--- config.mk ---
export PLATFORM = sky130hd
export DESIGN_NAME = mesi_line_ctrl
export DESIGN_NICKNAME = d
export VERILOG_FILES = /design/src/rtl/mesi_line_pkg.sv /design/src/rtl/mesi_fill_pick.sv /design/src/rtl/mesi_access_eval.sv /design/src/rtl/mesi_flush_walk.sv /design/src/rtl/mesi_line_ctrl.sv
export SDC_FILE = /design/constraint.sdc
export NUM_CORES = 1
export LEC_CHECK = 0
export ABC_AREA = 1
export BUFFER_PORTS_ARGS = -buffer_cell sky130_fd_sc_hd__clkbuf_2
export CAP_MARGIN = 10
export CORE_MARGIN = 5
export CORE_UTILIZATION = 55
export CTS_CLUSTER_DIAMETER = 100
export CTS_CLUSTER_SIZE = 28
export DETAILED_ROUTE_END_ITERATION = 7
export GPL_TIMING_DRIVEN = 0
export PLACE_DENSITY = 0.76
export SYNTH_ARGS = -nofsm -noshare
export SYNTH_HDL_FRONTEND = slang
export SYNTH_SLANG_ARGS = --single-unit
--- constraint.sdc ---
create_clock -name clk -period 2.75 [get_ports clk]
set_clock_uncertainty 0.1 [all_clocks]
set_input_delay 0.1375 -clock clk [delete_from_list [all_inputs] [get_ports clk]]
set_output_delay 0.1375 -clock clk [all_outputs]
set_load 0.1 [all_outputs]
--- src/rtl/mesi_line_pkg.sv ---
package mesi_line_pkg;
  typedef enum logic [1:0] {
    ST_I = 2'b00,
    ST_S = 2'b01,
    ST_E = 2'b10,
    ST_M = 2'b11
  } line_st_e;

  typedef enum logic [1:0] {
    MD_IDLE,
    MD_WREQ,
    MD_WACK,
    MD_FLUSH
  } ctl_md_e;
endpackage

--- src/rtl/mesi_fill_pick.sv ---
module mesi_fill_pick
  import mesi_line_pkg::*;
(
  input  logic     wb_hint,
  input  logic     page_wt,
  output line_st_e fill_st
);
  // page write-through overrides the bus hint and forces Shared
  always_comb begin
    if (wb_hint && !page_wt) fill_st = ST_E;
    else                     fill_st = ST_S;
  end
endmodule

--- src/rtl/mesi_access_eval.sv ---
module mesi_access_eval
  import mesi_line_pkg::*;
(
  input  line_st_e cur_st,
  input  logic     is_write,
  input  logic     tag_hit,
  output line_st_e nxt_st,
  output logic     need_bus
);
  logic real_hit;

  assign real_hit = tag_hit && (cur_st != ST_I);

  always_comb begin
    nxt_st   = cur_st;
    need_bus = 1'b0;
    if (is_write) begin
      if (!real_hit) begin
        need_bus = 1'b1;          // no write-allocate
      end else begin
        unique case (cur_st)
          ST_E:    nxt_st   = ST_M;
          ST_S:    need_bus = 1'b1;
          default: nxt_st   = cur_st;
        endcase
      end
    end
  end
endmodule

--- src/rtl/mesi_flush_walk.sv ---
module mesi_flush_walk
  import mesi_line_pkg::*;
#(
  parameter int LINES = 16,
  parameter int IDX_W = $clog2(LINES)
) (
  input  logic             clk,
  input  logic             rst_n,
  input  logic             start,
  input  logic             active,
  input  line_st_e         cur_st,
  input  logic             cb_ready,
  output logic [IDX_W-1:0] ptr,
  output logic             cb_valid,
  output logic             clr_en,
  output logic             last
);
  localparam logic [IDX_W-1:0] LAST_IDX = IDX_W'(LINES - 1);

  logic [IDX_W-1:0] ptr_q;

  always_ff @(posedge clk) begin
    if (!rst_n)      ptr_q <= '0;
    else if (start)  ptr_q <= '0;
    else if (clr_en) ptr_q <= ptr_q + 1'b1;
  end

  assign ptr      = ptr_q;
  assign cb_valid = active && (cur_st == ST_M);
  assign clr_en   = active && ((cur_st != ST_M) || cb_ready);
  assign last     = clr_en && (ptr_q == LAST_IDX);


  cb_hold_chk: assert property (@(posedge clk) disable iff (!rst_n)
    (cb_valid && !cb_ready) |=> (cb_valid && $stable(ptr_q)));
endmodule

--- src/rtl/mesi_line_ctrl.sv ---
module mesi_line_ctrl
  import mesi_line_pkg::*;
#(
  parameter int LINES = 16,
  parameter int IDX_W = $clog2(LINES)
) (
  input  logic             clk,
  input  logic             rst_n,
  input  logic             req_valid,
  output logic             req_ready,
  input  logic             req_write,
  input  logic             req_hit,
  input  logic [IDX_W-1:0] req_idx,
  input  logic             fill_done,
  input  logic [IDX_W-1:0] fill_idx,
  input  logic             fill_wb_hint,
  input  logic             fill_page_wt,
  output logic             wr_req,
  output logic [IDX_W-1:0] wr_idx,
  input  logic             wr_ack,
  input  logic             flush_req,
  output logic             flush_busy,
  output logic             cb_valid,
  output logic [IDX_W-1:0] cb_idx,
  input  logic             cb_ready,
  input  logic [IDX_W-1:0] qry_idx,
  output logic [1:0]       qry_state,
  output logic             qry_dirty
);
  logic [LINES-1:0][1:0] st_q;
  ctl_md_e               md_q, md_d;
  logic                  pend_q;
  logic [IDX_W-1:0]      wr_idx_q;

  logic       acc, fill_en, need_bus, walk_start, walk_active;
  logic       clr_en, walk_last;
  logic [IDX_W-1:0] walk_ptr;
  line_st_e   cur_acc, nxt_acc, fill_st, cur_fl;

  assign req_ready   = (md_q == MD_IDLE) && !pend_q;
  assign flush_busy  = pend_q || (md_q == MD_FLUSH);
  assign acc         = req_valid && req_ready;
  assign fill_en     = fill_done && !flush_busy;
  assign walk_start  = (md_q == MD_IDLE) && pend_q;
  assign walk_active = (md_q == MD_FLUSH);
  assign cur_acc     = line_st_e'(st_q[req_idx]);
  assign cur_fl      = line_st_e'(st_q[walk_ptr]);

  mesi_fill_pick u_fill (
    .wb_hint (fill_wb_hint),
    .page_wt (fill_page_wt),
    .fill_st (fill_st)
  );

  mesi_access_eval u_eval (
    .cur_st   (cur_acc),
    .is_write (req_write),
    .tag_hit  (req_hit),
    .nxt_st   (nxt_acc),
    .need_bus (need_bus)
  );

  mesi_flush_walk #(.LINES(LINES), .IDX_W(IDX_W)) u_walk (
    .clk      (clk),
    .rst_n    (rst_n),
    .start    (walk_start),
    .active   (walk_active),
    .cur_st   (cur_fl),
    .cb_ready (cb_ready),
    .ptr      (walk_ptr),
    .cb_valid (cb_valid),
    .clr_en   (clr_en),
    .last     (walk_last)
  );

  // per-line state: flush clear > fill > access
  for (genvar i = 0; i < LINES; i++) begin : g_line
    always_ff @(posedge clk) begin
      if (!rst_n)
        st_q[i] <= ST_I;
      else if (clr_en && (walk_ptr == IDX_W'(i)))
        st_q[i] <= ST_I;
      else if (fill_en && (fill_idx == IDX_W'(i)))
        st_q[i] <= fill_st;
      else if (acc && (req_idx == IDX_W'(i)))
        st_q[i] <= nxt_acc;
    end
  end

  always_comb begin
    md_d = md_q;
    unique case (md_q)
      MD_IDLE: begin
        if (pend_q)               md_d = MD_FLUSH;
        else if (acc && need_bus) md_d = MD_WREQ;
      end
      MD_WREQ:  md_d = MD_WACK;
      MD_WACK:  if (wr_ack)    md_d = MD_IDLE;
      MD_FLUSH: if (walk_last) md_d = MD_IDLE;
      default:  md_d = MD_IDLE;
    endcase
  end

  always_ff @(posedge clk) begin
    if (!rst_n) begin
      md_q     <= MD_IDLE;
      pend_q   <= 1'b0;
      wr_idx_q <= '0;
    end else begin
      md_q   <= md_d;
      pend_q <= flush_req || (pend_q && !walk_start);
      if (acc && need_bus) wr_idx_q <= req_idx;
    end
  end

  assign wr_req    = (md_q == MD_WREQ);
  assign wr_idx    = wr_idx_q;
  assign cb_idx    = walk_ptr;
  assign qry_state = st_q[qry_idx];
  assign qry_dirty = (st_q[qry_idx] == ST_M);


  wr_pulse_chk: assert property (@(posedge clk) disable iff (!rst_n)
    wr_req |=> !wr_req);


  busy_block_chk: assert property (@(posedge clk) disable iff (!rst_n)
    flush_busy |-> !req_ready);


  fill_wt_chk: assert property (@(posedge clk) disable iff (!rst_n)
    (fill_en && fill_page_wt) |=> (st_q[$past(fill_idx)] == ST_S));


  e_to_m_chk: assert property (@(posedge clk) disable iff (!rst_n)
    (acc && req_write && req_hit && (cur_acc == ST_E) &&
     !(fill_en && (fill_idx == req_idx)))
    |=> (st_q[$past(req_idx)] == ST_M) && !wr_req);


  fill_wins_chk: assert property (@(posedge clk) disable iff (!rst_n)
    (fill_en && acc && (fill_idx == req_idx))
    |=> (st_q[$past(fill_idx)] == $past(fill_st)));


  flush_clean_chk: assert property (@(posedge clk) disable iff (!rst_n)
    $fell(flush_busy) |-> (st_q == '0));
endmodule

==> impl_metrics.ini, run 1 <==
[pwr]
ir_drop_mv = 0.358
p_leak_nw = 1.74
finalPower_mw = 1.50
p_per_area_nw_per_um2 = 391

[floorplanning]
fp.dieArea_um2 = 7970
io_pins = 38
row_count = 28
die_w_um = 89.3
dieHeight_um = 89.3
core_area_um2 = 6030
start_util_pct = 57.4

[routing]
via_per_inst = 5.79
num_vias = 4191
wl_met1_mm = 5.08
route.met2.wl_mm = 5.56
dr.pass1.iters = 6
drc_errors = 0
top_layer = met4
first_iter_violations = 555
routed_wl_mm = 11.9
post_drt_wl_per_cell_um = 16.4
antenna_left = 0
wl_met3_um = 959

[cts]
cts_hold_buf = 1
cts.sinks = 43
clock_path_buffers = 2
cts_tree = yes
clk_pin_slew_ps = 90
cts_made_buffers = 5
cts.repair.resized = 0
ctsRootBufferMaster = clkbuf_8
postCtsSetupBuffers = 0
clock_latency_ps = 310
htree_levels = 2

[finish]
fin_area_um2 = 3840
fin_util_pct = 63.7
num_antenna_cells = 0
area_delta_synth_final_pct = 11.0
drive_above_1_share_pct = 12.6
layout.nets = 675

[synth]
syn_nets = 631
synth_top_area_share_pct = 24.9
avgSynthCellArea_um2 = 5.72
synth_area_leader_cell = dfxtp_1
synth_most_common_cell = nand2_1
netlist_instances = 604
seq_area_frac_synth_pct = 24.9
synth_commonest_cells = nand2_1 (159), nor2_1 (104), inv_1 (79)
ys.flop_type = dfxtp_1
synth_edf_count = 0
postSynth.asyncResetShare_pct = 0
netlist_area_um2 = 3460
synth_area_leaders = dfxtp_1 (25%), nand2_1 (17%), nor2_1 (11%)
synth_seq_cells = 43
yosys_warnings = 0
synth.distinct_cells = 37

[grt]
grt_first_pass_wirelength_mm = 19.1
grt_start_max_net_pins = 15
grt_overflow = 0
track_usage_pct = 31.5
grt_pass1_vias = 3861
antenna_found_initial = 0

[critical_path]
worst_setup_path_start_kind = flop
critical_path_arrival_ps = 2210
end_kind = output pin
critPathMaxFanout = 11
crit_required_ps = 2510
crit_type = flop to output pin

[status]
status = complete, no violations

[place]
gp_congestion = 1.02
dp_hpwl_mm = 9.44
placed_area_um2 = 3740
portBuffers = 36

[sta]
grt_setup_unrepaired = no
tns_ps = 0
hold_violations = 0
setup_viol = 0
fin_crit_ps = 2440
worst_slew_margin_rel_pct = 54.6
fmax_mhz = 409
slew_viol_final = 0
tightest_slew_ps = 679
period_share_pct = 88.9

[worst_hold_path]
hp-class = input pin to flop

[run]
maxCapViolations = 0
[routing by layer]
| layer | vias up | GRT usage, % |
|---|---|---|
| li1 | 2046 | - |
| met1 | 1895 | 41.7 |
| met2 | 218 | 51.8 |
| met3 | 32 | 5.81 |
| met4 | 0 | 9.88 |
| met5 | - | 0 |
[cell usage in the layout, fill, tap and decap left out, types with 4 or more instances in the layout]
cell      count
inv_2         4
dfxtp_1      43
buf_2         5
o21ai_0      43
o21ai_1       6
buf_6         4
a21oi_1      60
ha_1          4
nand2_2       4
o22ai_1      12
nand3_1      22
nand2_1     159
nor3_1        7
o221ai_1      4
nor2_1      103
clkbuf_2     36
a21oi_2       7
inv_1        79
clkbuf_8      5
clkbuf_1      5
[sequential cells by signal, indices dropped and copies added, names as in the netlist]
signal      count
md_q            2
pend_q          1
st_q           32
u_walk.ptr      4
wr_idx          4
[report_power, final]
group	switching (mW)	internal, mW
combinational	0.323	0.0945
sequential	0.0156	0.640
clock	0.250	0.177
total	0.589	0.912
[worst paths after layout]
kind / startpoint / end / slack, ps / cells past startpoint
setup / recovery: u_walk.ptr[0] / cb_valid / 310 / 10
hold / removal: req_idx[2] / wr_idx[2] / 30 / 3
setup reg to reg: u_walk.ptr[1] / st_q[19] / 390 / 10
hold reg to reg: wr_idx[3] / wr_idx[3] / 400 / 2
[cell families (layout without fill, tap and decap cells)]
family	count (synthesis)	count (layout)	synth area share (%)
AOI/OAI and AO/OA	151	151	25.4
xor gates and xnor gates	1	1	0.253
adders and majority gates	4	4	1.45
buffers and inverters	100	145	12.2
DFF	43	43	24.9
and+or+nand+nor	305	305	35.8
[per-stage QoR]
stage / worst slack [ps] / hold slack, ps / std cells
after detailed placement: 465 / 259 / 715
after CTS: 318 / 21.5 / 724
after global placement: 517 / 247 / 715
after global routing: 142 / 25.6 / 724
final: 305 / 28.8 / 724
after floorplan: 151 / 155 / 604
[final cells by class]
| type | count | area [um2] |
|---|---|---|
| fillers | 598 | 2190 |
| plain buffers | 16 | 108 |
| inverters | 84 | 315 |
| flip-flops and latches | 43 | 861 |
| multi-input cells | 461 | 2180 |
| repair buffers | 37 | 190 |
| clock inverters | 3 | 20.0 |
| well taps | 75 | 93.8 |
| clock buffers | 5 | 68.8 |
[critical path, cell delays in order, from the launching register on]
cell	delay, ps
dfxtp_1	480
inv_2	120
buf_6	170
nand2_1	70
nand3_1	60
nand2_1	130
nand2_1	60
nand4_1	160
nand2_1	110
nor2_4	80
clkbuf_2	450
(Power assumes the default switching activity.)
==> run 2: changes to the inputs <==
CELL_PAD_IN_SITES_DETAIL_PLACEMENT = 1   (was not set)
CELL_PAD_IN_SITES_GLOBAL_PLACEMENT = 1   (was not set)
CORE_UTILIZATION = 44   (was 55)
PLACE_DENSITY = not set   (was 0.76)
PLACE_DENSITY_LB_ADDON = 0.1   (was not set)
==> impl_metrics.ini, run 2 (same netlist as run 1, synthesis figures left out) <==
[status]
status = complete, no violations

[finish]
layout.nets = 675
drive_above_1_share_pct = 12.6
fin_util_pct = 50.7
regMostFlops = st_q
area_delta_synth_final_pct = 12.8
largest_register_ffs = 32
final_common_cell = nand2_1
num_antenna_cells = 0
fin_area_um2 = 3900
mostFrequentLayoutCells = nand2_1 (159), nor2_1 (103), inv_1 (79), a21oi_1 (60)
stdcell_count = 751

[sta]
fmax_mhz = 402
slew_viol_final = 0
tightest_slew_ps = 737
holdWs_ps = 8.92
worst_slew_margin_rel_pct = 50.4
fin_crit_ps = 2490
tns_ps = 0
period_share_pct = 90.6
hold_violations = 0
worst_slack_ps = 260
grt_setup_unrepaired = no
setup_viol = 0

[routing]
num_vias = 4244
antenna_left = 0
dr.pass1.iters = 5
first_iter_violations = 256
via_per_inst = 5.65
drc_errors = 0
post_drt_wl_per_cell_um = 18.8
routed_wl_mm = 14.1

[critical_path]
worst_setup_path_start_kind = flop
crit_type = flop to output pin
crit_required_ps = 2510
reg2reg_to = st_q[21]
reg2reg_slack_ps = 390
end_kind = output pin
critical_path_arrival_ps = 2250
timing.rr.start = u_walk.ptr[0]
r2r.worst_path.cells = 10
critPathMaxFanout = 11

[floorplanning]
fp.dieArea_um2 = 9730
core_area_um2 = 7690
start_util_pct = 45.0
die_w_um = 98.6
dieHeight_um = 98.6
io_pins = 38
row_count = 32

[place]
gp_congestion = 1.02
place_ws_ps = 439
placed_area_um2 = 3770
dp_cells = 742
dp_hpwl_mm = 11.2
portBuffers = 36

[run]
maxCapViolations = 0

[grt]
grt_pass1_vias = 4432
grt_start_max_net_pins = 16
track_usage_pct = 29.4
grt_first_pass_wirelength_mm = 22.5
grt_overflow = 0
antenna_found_initial = 0

[cts]
cts.repair.resized = 0
cts_made_buffers = 5
ctsRootBufferMaster = clkbuf_8
cts_tree = yes
cts.sinks = 43
clock_latency_ps = 310
clock_path_buffers = 2
clk_pin_slew_ps = 110
htree_levels = 2

[worst_hold_path]
hold_path_startpoint = req_idx[2]
holdPathStages = 3
hp-class = input pin to flop
min_to = wr_idx[2]

[pwr]
ir_drop_mv = 0.415
finalPower_mw = 1.63
p_per_area_nw_per_um2 = 418
p_leak_nw = 1.76
[run 2: cell count changes in the layout (fill, tap and decap cells not counted), sizes merged]
cell      change
clkinvlp      -2
inv           +1
bufinv        +1
[run 2: critical path, cell delays in order, from the launching register on]
cell      delay, ps
dfxtp_1         500
inv_2           130
buf_6           170
nand2_1          60
nand3_1          70
nand2_1         130
nand2_1          70
nand4_1         160
nand2_1         110
nor2_4           80
clkbuf_2        450
[run 2: power by group]
| group | total [mW] | internal, mW | switching [mW] |
|---|---|---|---|
| logic | 0.428 | 0.0944 | 0.334 |
| clock network | 0.544 | 0.276 | 0.268 |
| registers | 0.657 | 0.640 | 0.0163 |
| total | 1.63 | 1.01 | 0.618 |
[run 2: how the worst max path moves through the flow]
stage                       start  cells past startpoint        to
finish              u_walk.ptr[0]                     10  cb_valid
global route        u_walk.ptr[0]                     10  cb_valid
CTS                 u_walk.ptr[0]                     10  cb_valid
detailed placement  u_walk.ptr[0]                     12  st_q[23]
global placement    u_walk.ptr[1]                     10  st_q[18]
floorplan           u_walk.ptr[1]                     12   st_q[1]
[run 2: cell type report]
class / count / area [um2]
inverters: 84 / 315
well taps: 102 / 128
flip-flops and latches: 43 / 861
repair buffers: 37 / 190
clock inverters: 3 / 47.5
plain buffers: 16 / 108
clock buffers: 5 / 68.8
fillers: 1164 / 3790
multi-input cells: 461 / 2180
[run 2: what timing repair did]
action | in CTS | in global routing
buffers inserted | 0 | 0
hold endpoints to repair | 1 | 0
hold buffers | 1 | 0
[run 2: metal layers]
| metal | wire [um] | track usage (%) | vias to the layer above |
|---|---|---|---|
| met5 | 0 | 0 | - |
| li1 | - | - | 2049 |
| met1 | 6030 | 36.8 | 2005 |
| met2 | 6550 | 47.7 | 147 |
| met4 | 641 | 13.8 | 0 |
| met3 | 884 | 6.94 | 43 |
==> run 3: changes to the inputs <==
BUFFER_PORTS_ARGS = not set   (was -buffer_cell sky130_fd_sc_hd__clkbuf_2)
CORE_UTILIZATION = 47   (was 44)
DONT_BUFFER_PORTS = 1   (was not set)
SYNTH_HIERARCHICAL = 1   (was not set)
==> impl_metrics.ini, run 3 <==
[status]
status = complete, no violations

[sta]
period_share_pct = 96.0
fin_crit_ps = 2640
setup_viol = 0
slew_viol_final = 0
hold_violations = 0
worst_slew_margin_rel_pct = 34.7
tightest_slew_ps = 978
fmax_mhz = 379

[critical_path]
critPathMaxFanout = 8
end_kind = flop
crit_required_ps = 2900
timing.rr.start = u_walk/ptr[2]
crit_type = flop to flop
reg2reg_slack_ps = 110
critical_path_arrival_ps = 2790
reg2reg_to = st_q[4]
worst_setup_path_start_kind = flop
r2r.worst_path.cells = 14

[worst_hold_path]
hp-class = input pin to flop
hold_path_startpoint = req_idx[1]
min_to = wr_idx[1]
holdPathStages = 4

[grt]
track_usage_pct = 29.9
grt_overflow = 0
grt_pass1_vias = 4464
grt_start_max_net_pins = 14
antenna_found_initial = 0
grt_first_pass_wirelength_mm = 22.7

[place]
dp_hpwl_mm = 11.2
gp_congestion = 1.02
portBuffers = 0

[pwr]
ir_drop_mv = 0.514
finalPower_mw = 1.96
p_per_area_nw_per_um2 = 492
p_leak_nw = 1.91

[synth]
synth_commonest_cells = nand2_1 (191), inv_1 (91), nand3_1 (84)
synth_most_common_cell = nand2_1
synth_edf_count = 0
avgSynthCellArea_um2 = 5.47
netlist_instances = 649
synth_top_area_share_pct = 24.3
synth_area_leaders = dfxtp_1 (24%), nand2_1 (20%), nand3_1 (12%)
synth_area_leader_cell = dfxtp_1
seq_area_frac_synth_pct = 24.3
synth.distinct_cells = 32
netlist_area_um2 = 3550
synth_seq_cells = 43
ys.flop_type = dfxtp_1
postSynth.asyncResetShare_pct = 0
yosys_warnings = 6
syn_nets = 673

[finish]
layout.nets = 690
mostFrequentLayoutCells = nand2_1 (187), inv_1 (87), nand3_1 (84), nor2_1 (76), o21ai_0 (44)
fill_cells = 1124
seq_area_um2 = 876
area_delta_synth_final_pct = 12.3
multi_input_area_um2 = 2340
drive_above_1_share_pct = 10.5
regMostFlops = st_q
largest_register_ffs = 32
fin_util_pct = 54.7
final_common_cell = nand2_1
num_antenna_cells = 0

[routing]
dr.pass1.iters = 5
post_drt_wl_per_cell_um = 18.8
first_iter_violations = 475
drc_errors = 0
routed_wl_mm = 14.4
via_per_inst = 5.86
antenna_left = 0
num_vias = 4491

[cts]
ctsRootBufferMaster = clkbuf_8
clock_latency_ps = 310
htree_levels = 2
cts.sinks = 43
clock_path_buffers = 2
cts_tree = yes
cts_made_buffers = 5
clk_pin_slew_ps = 90

[floorplanning]
io_pins = 38
die_w_um = 96.9
row_count = 31
core_area_um2 = 7290
start_util_pct = 48.7
dieHeight_um = 96.9
fp.dieArea_um2 = 9390

[run]
maxCapViolations = 0
run 3: per-stage QoR:
step                      worst slack (ps)  area [um2]  TNS (ps)  hold WS (ps)  std cells
final                                  110        3990         0          9.85        766
after global routing                 -46.9        3990     -46.9          26.9        766
after CTS                            -34.9        3890     -53.2          16.4        762
after detailed placement              -701        3740    -15410           167        752
after global placement                -513        3680     -9670           163        748
after floorplan                       25.6        3550         0           155        649
run 3: area by class of cell:
type / instances / share of cell area, %
plain buffers: 13 / 1.57
clock buffers: 6 / 1.82
clock inverters: 2 / 0.314
inverters: 98 / 9.45
multi-input cells: 495 / 58.6
flip-flops and latches: 43 / 22.0
well taps: 99 / 3.11
repair buffers: 10 / 3.14
run 3: metal layers:
metal / track usage (%) / part of all wire [%] / vias to the layer above
li1: - / - / 2107
met1: 38.5 / 42 / 2123
met2: 50.4 / 47 / 222
met3: 4.32 / 8.3 / 39
met4: 11.0 / 3.3 / 0
met5: 0 / 0 / -
run 3: cell families after synthesis:
logic type | share of synthesized area [%]
buffers and inverters | 12.1
AOI/OAI and AO/OA | 14.7
DFF | 24.3
adders and majority gates | 0.352
and+or+nand+nor | 48.6
run 3: timing repair:
item,4_1_cts,5_1_grt
hold endpoints to repair,5,0
hold buffers,2,0
buffers inserted,0,4
gates resized for setup,18,16
pin swaps,0,3
setup endpoints to repair,39,35
run 3: how the worst max path moves through the flow:
stage | startpoint | to | slack (ps) | cells after the start
2_1_floorplan | u_walk/ptr[2] | cb_valid | 30 | 7
3_3_place_gp | u_walk/ptr[2] | st_q[31] | -510 | 16
4_1_cts | u_walk/ptr[0] | st_q[31] | -30 | 17
6_report | u_walk/ptr[2] | st_q[4] | 110 | 14
3_5_place_dp | u_walk/ptr[2] | st_q[31] | -700 | 16
5_1_grt | u_walk/ptr[0] | st_q[26] | -50 | 17
run 3: worst max-delay path, cell delays in order, from the launching register on:
cell and delay (ps):
dfxtp_4 590, inv_1 120, nor2_2 360, o21ai_0 160, nand2_1 100, inv_1 40
nand2_1 120, nand3_2 110, nand2_2 140, inv_4 70, inv_2 100, nor2_2 90
a21oi_1 240, nand2_1 120, nor2_1 120
run 3: power by group:
group	internal [mW]	total, mW	switching (mW)	leakage (nW)
Combinational	0.231	0.776	0.545	1.52
Clock	0.178	0.414	0.236	0.0412
Sequential	0.661	0.769	0.108	0.352
Total	1.07	1.96	0.889	1.91
